<file path="src/rtl/adc_port_pkg.sv">
package adc_port_pkg;
  localparam int RES_W     = 12;
  localparam int PAD_W     = 4;
  localparam int CMD_W     = 8;
  localparam int CODE_W    = 4;
  localparam int LEN_RISE  = 6;
  localparam int LEN_LONG  = RES_W + PAD_W;
  localparam int LEN_SHORT = RES_W - PAD_W;
  localparam int CNT_W     = $clog2(LEN_LONG + 1);
  localparam int IDX_W     = $clog2(LEN_LONG);
  localparam logic [CODE_W-1:0] LAST_CHAN = CODE_W'(13);
  localparam logic [CODE_W-1:0] PD_CODE   = CODE_W'(14);
  localparam logic [CODE_W-1:0] RSV_CODE  = CODE_W'(15);

  typedef struct packed {
    logic             fallStb;
    logic             lenLoad;
    logic [CNT_W-1:0] bitIdx;
    logic [1:0]       lenCode;
    logic             lsbFirst;
    logic             outEn;
    logic             fmtBit;
  } portCtlT;

  function automatic logic [CNT_W-1:0] lenOf(input logic [1:0] code);
    case (code)
      2'b11:   return CNT_W'(LEN_LONG);
      2'b01:   return CNT_W'(LEN_SHORT);
      default: return CNT_W'(RES_W);
    endcase
  endfunction
endpackage

</file>
<file path="src/rtl/spd_ctrl.sv">
module spd_ctrl
  import adc_port_pkg::*;
(
  input  logic              clk,
  input  logic              rstN,
  input  logic              csN,
  input  logic              sclk,
  input  logic              sdi,
  output portCtlT           ctl,
  output logic              convStart,
  output logic [CODE_W-1:0] convChan,
  output logic              powerDown
);
  logic             sclkQ, riseStb, fallStb, lenLoad, lastFall;
  logic             doneFlag, lsbFirst, lsbPend, fmtPend, outEn;
  logic [CNT_W-1:0] riseCnt, fallCnt, activeLen;
  logic [CMD_W-1:0] cmdSh;
  logic [1:0]       lenCode;
  logic [CODE_W-1:0] cmdCode;

  assign riseStb   = !csN && sclk && !sclkQ;
  assign fallStb   = !csN && !sclk && sclkQ;
  assign activeLen = lenOf(lenCode);
  assign cmdCode   = cmdSh[CMD_W-1 -: CODE_W];
  // sixth rising edge: code field already shifted in, length LSB on sdi
  assign lenLoad   = riseStb && (riseCnt == CNT_W'(LEN_RISE - 1)) &&
                     (cmdSh[LEN_RISE-2 -: CODE_W] != RSV_CODE);
  assign lastFall  = fallStb && ((fallCnt + CNT_W'(1)) == activeLen);

  always_ff @(posedge clk) begin
    if (!rstN) begin
      sclkQ <= 1'b0; outEn <= 1'b0; convStart <= 1'b0; convChan <= '0;
      powerDown <= 1'b0; riseCnt <= '0; fallCnt <= '0; cmdSh <= '0;
      lenCode <= 2'b00; lsbFirst <= 1'b0; lsbPend <= 1'b0;
      fmtPend <= 1'b0; doneFlag <= 1'b0;
    end else begin
      sclkQ     <= sclk;
      outEn     <= !csN;
      convStart <= 1'b0;
      if (csN) begin
        riseCnt <= '0;
        fallCnt <= '0;
        if (doneFlag) begin
          lsbFirst <= lsbPend;
          doneFlag <= 1'b0;
        end
      end else begin
        if (riseStb && riseCnt < CNT_W'(CMD_W)) begin
          cmdSh   <= {cmdSh[CMD_W-2:0], sdi};
          riseCnt <= riseCnt + CNT_W'(1);
        end
        if (lenLoad) lenCode <= {cmdSh[0], sdi};
        if (fallStb && fallCnt < activeLen) fallCnt <= fallCnt + CNT_W'(1);
        if (lastFall && cmdCode != RSV_CODE) begin
          lsbPend  <= cmdSh[1];
          fmtPend  <= cmdSh[0];
          doneFlag <= 1'b1;
          if (cmdCode == PD_CODE) begin
            powerDown <= 1'b1;
          end else begin
            powerDown <= 1'b0;
            convStart <= 1'b1;
            convChan  <= cmdCode;
          end
        end
      end
    end
  end

  always_comb begin
    ctl.fallStb  = fallStb;
    ctl.lenLoad  = lenLoad;
    ctl.bitIdx   = fallCnt;
    ctl.lenCode  = lenCode;
    ctl.lsbFirst = lsbFirst;
    ctl.outEn    = outEn;
    ctl.fmtBit   = fmtPend;
  end

  // trigger count within the current frame
  logic [1:0] trigSeen;
  always_ff @(posedge clk) begin
    if (!rstN || csN) trigSeen <= '0;
    else if (convStart && trigSeen != 2'd3) trigSeen <= trigSeen + 2'd1;
  end

  p_single_pulse_r1: assert property (@(posedge clk) disable iff (!rstN)
    convStart |=> !convStart);
  p_one_trig_frame_r4: assert property (@(posedge clk) disable iff (!rstN)
    trigSeen <= 2'd1);
  p_order_frozen_r5: assert property (@(posedge clk) disable iff (!rstN)
    !csN |=> $stable(lsbFirst));
endmodule

</file>
<file path="src/rtl/spd_data.sv">
module spd_data
  import adc_port_pkg::*;
(
  input  logic             clk,
  input  logic             rstN,
  input  portCtlT          ctl,
  input  logic [RES_W-1:0] resultIn,
  input  logic             resultValid,
  output logic             sdo
);
  logic [RES_W-1:0]    resBuf;
  logic [LEN_LONG-1:0] word;
  logic [CNT_W-1:0]    len;
  logic [IDX_W-1:0]    pos;

  always_ff @(posedge clk) begin
    if (!rstN) resBuf <= '0;
    else if (resultValid)
      resBuf <= {resultIn[RES_W-1] ^ ctl.fmtBit, resultIn[RES_W-2:0]};
  end

  always_comb begin
    len = lenOf(ctl.lenCode);
    case (ctl.lenCode)
      2'b11:   word = {resBuf, {PAD_W{1'b0}}};
      2'b01:   word = {{(2*PAD_W){1'b0}}, resBuf[RES_W-1:PAD_W]};
      default: word = {{PAD_W{1'b0}}, resBuf};
    endcase
    pos = ctl.lsbFirst ? ctl.bitIdx[IDX_W-1:0]
                       : IDX_W'(len - CNT_W'(1) - ctl.bitIdx);
    sdo = ctl.outEn && (ctl.bitIdx < len) && word[pos];
  end

  p_idle_cleared_r9: assert property (@(posedge clk) disable iff (!rstN)
    !ctl.outEn |-> (ctl.bitIdx == '0));
endmodule

</file>
<file path="src/rtl/adc_serial_port.sv">
module adc_serial_port
  import adc_port_pkg::*;
(
  input  logic              clk,
  input  logic              rstN,
  input  logic              csN,
  input  logic              sclk,
  input  logic              sdi,
  output logic              sdo,
  output logic              sdoEn,
  input  logic [RES_W-1:0]  resultIn,
  input  logic              resultValid,
  output logic              convStart,
  output logic [CODE_W-1:0] convChan,
  output logic              powerDown
);
  portCtlT ctl;

  spd_ctrl i_ctrl (
    .clk(clk), .rstN(rstN), .csN(csN), .sclk(sclk), .sdi(sdi), .ctl(ctl),
    .convStart(convStart), .convChan(convChan), .powerDown(powerDown)
  );

  spd_data i_data (
    .clk(clk), .rstN(rstN), .ctl(ctl), .resultIn(resultIn),
    .resultValid(resultValid), .sdo(sdo)
  );

  assign sdoEn = ctl.outEn;

  p_sdo_on_fall_r11: assert property (@(posedge clk) disable iff (!rstN)
    (!csN && ctl.outEn && !ctl.fallStb && !ctl.lenLoad && !resultValid)
      |=> $stable(sdo));
endmodule

</file>
<file path="config.mk">
export PLATFORM = sky130hd
export DESIGN_NAME = adc_serial_port
export DESIGN_NICKNAME = d
export VERILOG_FILES = /design/src/rtl/adc_port_pkg.sv /design/src/rtl/spd_ctrl.sv /design/src/rtl/spd_data.sv /design/src/rtl/adc_serial_port.sv
export SDC_FILE = /design/constraint.sdc
export NUM_CORES = 1
export LEC_CHECK = 0
export ABC_AREA = 1
export BUFFER_PORTS_ARGS = -buffer_cell sky130_fd_sc_hd__buf_2
export CAP_MARGIN = 40
export CORE_AREA = 2 2 66 68
export CTS_BUF_LIST = sky130_fd_sc_hd__clkbuf_8
export DETAILED_ROUTE_END_ITERATION = 16
export DIE_AREA = 0 0 68 70
export GPL_TIMING_DRIVEN = 0
export PLACE_DENSITY = 0.75
export SLEW_MARGIN = 20
export SYNTH_ARGS = -nofsm -noshare
export SYNTH_HDL_FRONTEND = slang
export SYNTH_SLANG_ARGS = --single-unit
</file>
<file path="constraint.sdc">
create_clock -name clk -period 1.9 [get_ports clk]
set_clock_uncertainty 0.05 [all_clocks]
set_input_delay 0.19 -clock clk [delete_from_list [all_inputs] [get_ports clk]]
set_output_delay 0.19 -clock clk [all_outputs]
set_load 0.02 [all_outputs]
</file>
# == After elaboration in Yosys (flattened, before gate mapping) ==
# Cells that the tools add are included.
# classes
n_addsub,4
n_reduce_logical,22
eq_ne,7
mux,7
n_lt_le_gt_ge,3
div_mod_pow,0
n_bitwise,5
n_mul,0
shifts,0
# ops
op,count
$pmux W16 S2,1
$logic_and A1 B1 Y1,12
$add A5 B1 Y5 const B,2
$pmux W5 S2,1
$ne A4 B4 Y1 const B,2
$reduce_and A2 Y1,4
$eq A5 B3 Y1 const B,1
$eq A5 B5 Y1,1
$lt A4 B5 Y1 const B,1
$lt A5 B4 Y1 const B,1
$lt A5 B5 Y1,1
$bmux W1 S4,1
$eq A4 B4 Y1 const B,1
$mux W4,1
$not A1 Y1,4
$sub A4 B1 Y4 const B,1
$sub A4 B4 Y4,1
$logic_not A1 Y1,3
$mux W1,3
$reduce_and A3 Y1,1
$reduce_or A3 Y1,1
$eq A2 B1 Y1 const B,1
$eq A2 B2 Y1 const B,1
$reduce_or A2 Y1,1
$xor A1 B1 Y1,1
# word_totals
reg_bits,44
latch_bits,0
ram_bits,0
mem_bits_ro,0
mem_count,0
input_bits,18
out_inout_bits,8
word_cells,62

# == Longest topological paths before layout ==
# depth
ltp_word,8
ltp_mapped,13
depth_no_buf,12

# == By module ==
# From an unflattened synthesis, not the netlist that was laid out.
# hier_totals
hier_cells,346
area_unflattened_um2,2376.0
# modules_own_cells
mod,seq_area_each_um2,area_each_um2,instances,cells_each
spd_ctrl,640.6,1452.6,1,185
spd_data,240.2,923.4,1,161

# == Worst setup path before layout ==
# OpenSTA, ideal clock, no wires.
# synth_timing
kind,reg2out
from,reg i_ctrl.lenCode[1]
to,out sdo
required_time_ns,1.660
arrival_time_ns,1.601
n_path_buf,1
path_stages_with_launch,12
setup_slack_ns,0.059
cell_sequence,dfxtp_1 nand2_2 inv_2 buf_6 ha_1 a21oi_1 o21ai_0 o21ai_0 inv_1 nand2_1 nand2_1 a21oi_2
# synth_between
elab_chain_cells,8
elab_cells_between_ends,12
classes_between,add/sub: 2; order compare: 1; eq/ne: 2; mux: 5; reduce/logical: 2
# synth_lines
item,line_no,rtl
from (decl),spd_ctrl.sv:18,logic [1:0] lenCode;
from (signal assigned),spd_ctrl.sv:52,"if (lenLoad) lenCode <= {cmdSh[0], sdi};"
$eq A2 B1 Y1 or $eq A2 B2 Y1 (tied branches),"adc_port_pkg.sv:26, spd_data.sv:24",
$pmux W5 S2,adc_port_pkg.sv:26,case (code)
$sub A4 B1 Y4,spd_data.sv:30,: IDX_W'(len - CNT_W'(1) - ctl.bitIdx);
$sub A4 B4 Y4,spd_data.sv:30,
$mux W4,spd_data.sv:29,pos = ctl.lsbFirst ? ctl.bitIdx[IDX_W-1:0]
$bmux W1 S4,spd_data.sv:31,sdo = ctl.outEn && (ctl.bitIdx < len) && word[pos];
$mux W1 (not written as such),spd_data.sv:31,
$logic_and A1 B1 Y1 *,spd_data.sv:31,
to (decl),adc_serial_port.sv:9,"output logic sdo,"
# Every way passes the cells marked *; elsewhere a longest branch is shown, timed or not. The select of a mux whose other input is x is not followed.

# == Worst setup path in the final report ==
# layout_timing
from,reg i_ctrl.lenCode[0]
to,out sdo
# Same word-level chain as after synthesis.

==> flow_metrics.py <==
metrics = {
    "setup_path": {
        "cp-end-kind": "output port",
        "critPathKind": "register to output port",
        "critPathRequiredTime_ns": 1.66,
        "worst_ep_arrival_time_ns": 1.84,
        "crit_fanout": 3,
        "critPathLaunchType": "register",
    },
    "clock_tree": {
        "cts_num_sinks": 44,
        "cts_tree": "done",
        "clk_latency_ns": 0.30,
        "cts.path.max_buffers": 2,
        "hold_buffers": 0,
        "cts_made_buffers": 5,
        "htree_num_levels": 2,
        "cts.clk_slew.worst_paths_ns": 0.08,
        "root_buffer": "clkbuf_8",
    },
    "global_route": {
        "grt_pass1_wl_um": 8650,
        "antenna_found_initial": 0,
        "grt_max_degree": 15,
        "grt_usage": 0.235,
        "grt_pass1_vias": 1951,
        "gr-total-overflow": 0,
    },
    "run": {
        "maxCapViolCount": 0,
    },
    "drt": {
        "routed_wl_um": 5190,
        "first_pass_iters": 5,
        "vias": 2197,
        "viasPerCell": 5.31,
        "drt_iter0_markers": 155,
        "wl_per_cell_um": 12.5,
        "drc_errors": 0,
        "drtAntennaViolNets": 0,
    },
    "status": {
        "outcome": "finished, violations left",
        "violations": "negative setup slack",
    },
    "floorplanning": {
        "io_pins": 26,
        "die-area_mm2": 0.00476,
        "core_area_mm2": 0.00414,
        "die_h_um": 70,
        "start_util": 0.530,
        "rows": 24,
        "die_w_um": 68,
    },
    "timing": {
        "slew_headroom": 0.676,
        "tightest_slew_ns": 0.485,
        "timing.final.crit_share": 1.10,
        "slew_violations": 0,
        "setup_ws_ns": -0.184,
        "setup_violations": 1,
        "fin_crit_ns": 2.08,
        "whs_ns": 0.0436,
        "fin_tns_setup_ns": -0.184,
        "max_clock_freq_mhz": 480,
        "hold_viol_final": 0,
        "rsz0062_at_grt": "true",
    },
    "layout": {
        "num_antenna_cells": 0,
        "fill_cells": 353,
        "final_area_mm2": 0.00275,
        "instances_no_fill": 414,
        "multi_input_area_mm2": 0.00122,
        "final_nets": 386,
        "final_layout_size_suffix_gt1_frac": 0.246,
        "seq_area_um2": 896,
        "syn_to_final_growth_pct": 25.0,
    },
    "pwr": {
        "leakage_uw": 0.00123,
        "total_power_uw": 1910,
        "combPwrFrac": 0.087,
        "clkPwrFrac": 0.400,
        "ir_drop_mv": 0.605,
        "powerDensity_mw_per_mm2": 695,
        "internal_power_uw": 1450,
        "switching_share": 0.242,
        "p_switching_uw": 462,
        "pwr-share-seq": 0.513,
    },
    "place": {
        "placed_cells": 392,
        "place_congestion": 0.868,
        "dp_hpwl_um": 3550,
        "dpl_cell_area_mm2": 0.00239,
        "numPortBuffers": 25,
    },
    "logic_synthesis": {
        "ys_ff_latch": 44,
        "synth_area_per_cell_um2": 6.98,
        "yosys.area.top_type": "dfxtp_1",
        "seq_area_frac_synth": 0.401,
        "ys_warn_count": 0,
        "synth.area.top_cells": "dfxtp_1 40%, nand2_1 9.9%, o21ai_0 8.0%, nand3_1 7.5%, nor2_1 6.7%",
        "syn_nets": 340,
        "synth_area_mm2": 0.00220,
        "synth.top_cell.area_share": 0.401,
        "syn-instance-count": 315,
        "synth_cell_type_count": 26,
    },
    "min_path": {
        "hp-class": "primary input to register",
    },
}
[per-stage QoR]
stage               utilization  worst slack, ns
CTS                       0.639           -0.158
global placement          0.576           -0.135
global route              0.663           -0.249
detailed placement        0.576           -0.165
floorplan                     -           0.0588
finish                    0.663           -0.184
[power by group through the flow]
stage	registers (µW)	logic, µW	clock network, µW
2_1_floorplan	997	104	0
6_report	979	167	763
4_1_cts	981	156	772
3_3_place_gp	1000	150	0
3_5_place_dp	1000	153	0
5_1_grt	983	194	802
[layout make-up]
type | count | area share
clock inverters | 2 | 0.0141
multi-input cells | 225 | 0.444
repair buffers | 39 | 0.0901
well taps | 52 | 0.0237
clock buffers | 6 | 0.0300
flip-flops and latches | 44 | 0.326
inverters | 36 | 0.0519
plain buffers | 10 | 0.0205
[cell usage after synthesis (all sizes together)]
library cell,n
nand4,4
a31oi,1
xor2,5
nand2,62
inv,36
o211ai,4
nor3,4
nand3,33
nor2,42
or2,2
ha,7
buf,5
xnor2,2
a21oi,23
dfxtp,44
o21ai,35
nand3b,1
clkbuf,5
[sequential cells by signal, summed over array words and instances, names as in the netlist]
signal	cells
i_ctrl.cmdSh	8
i_ctrl.convChan	4
i_ctrl.convStart	1
i_ctrl.doneFlag	1
i_ctrl.fallCnt	5
i_ctrl.fmtPend	1
i_ctrl.lenCode	2
i_ctrl.lsbFirst	1
i_ctrl.lsbPend	1
i_ctrl.outEn	1
i_ctrl.powerDown	1
i_ctrl.riseCnt	5
i_ctrl.sclkQ	1
i_data.resBuf	12
[layout by cell type (no fill, tap or decap), types with 5 or more instances in the layout]
cell | netlist | final
a21oi_1 | 22 | 20
buf_2 | 3 | 27
buf_4 | 1 | 11
buf_6 | 1 | 6
clkbuf_1 | 5 | 5
clkbuf_8 | 0 | 6
dfxtp_1 | 44 | 38
ha_1 | 7 | 5
inv_1 | 31 | 28
inv_2 | 5 | 7
nand2_1 | 58 | 56
nand3_1 | 33 | 30
nor2_1 | 39 | 39
o21ai_0 | 35 | 31
[worst paths after layout]
kind | from | endpoint | slack (ns) | cells past startpoint
setup / recovery | i_ctrl.lenCode[0]$_SDFFE_PN0P_ | sdo | -0.18 | 12
hold / removal | sclk | i_ctrl.sclkQ$_SDFF_PN0_ | 0.04 | 3
setup reg to reg | i_ctrl.lenCode[0]$_SDFFE_PN0P_ | i_ctrl.fallCnt[3]$_SDFFE_PP0P_ | 0.09 | 9
hold reg to reg | i_ctrl.riseCnt[4]$_SDFFE_PP0P_ | i_ctrl.riseCnt[4]$_SDFFE_PP0P_ | 0.39 | 2
[critical path, cell delays in order, from the launching register on]
cell and delay [ns]:
dfxtp_4 0.37, nand2_4 0.08, inv_2 0.05, buf_6 0.11, ha_4 0.22, a21oi_2 0.12, o21ai_1 0.10, o21ai_2 0.08
inv_1 0.05, nand2_1 0.06, nand2_1 0.05, a21oi_2 0.12, buf_6 0.13
[logic make-up (layout without fill, tap and decap cells)]
kind of cell | Yosys count | in the layout | share of synthesized area
flip-flops | 44 | 44 | 0.401
AO/OA/AOI/OAI | 63 | 63 | 0.150
AND/OR/NAND/NOR | 148 | 148 | 0.293
XOR/XNOR | 7 | 7 | 0.0313
buffers and inverters | 46 | 93 | 0.0854
adder cells (fa/ha/maj) | 7 | 7 | 0.0398
[routing by layer]
layer  global-route usage  vias to the layer above  wire length (µm)
met2                0.354                       71              2390
met5                    0                        -                 0
met1                0.334                      996              2430
li1                     -                     1120                 -
met3               0.0548                       10               291
met4               0.0644                        0                85
[timing repair]
item,4_1_cts,5_1_grt
gates resized for setup,19,22
endpoints found under the setup margin,1,12
buffers inserted,10,4
hold endpoints to repair,0,0
pin swaps,7,9
Note: power is estimated with default switching activity, not from simulation.
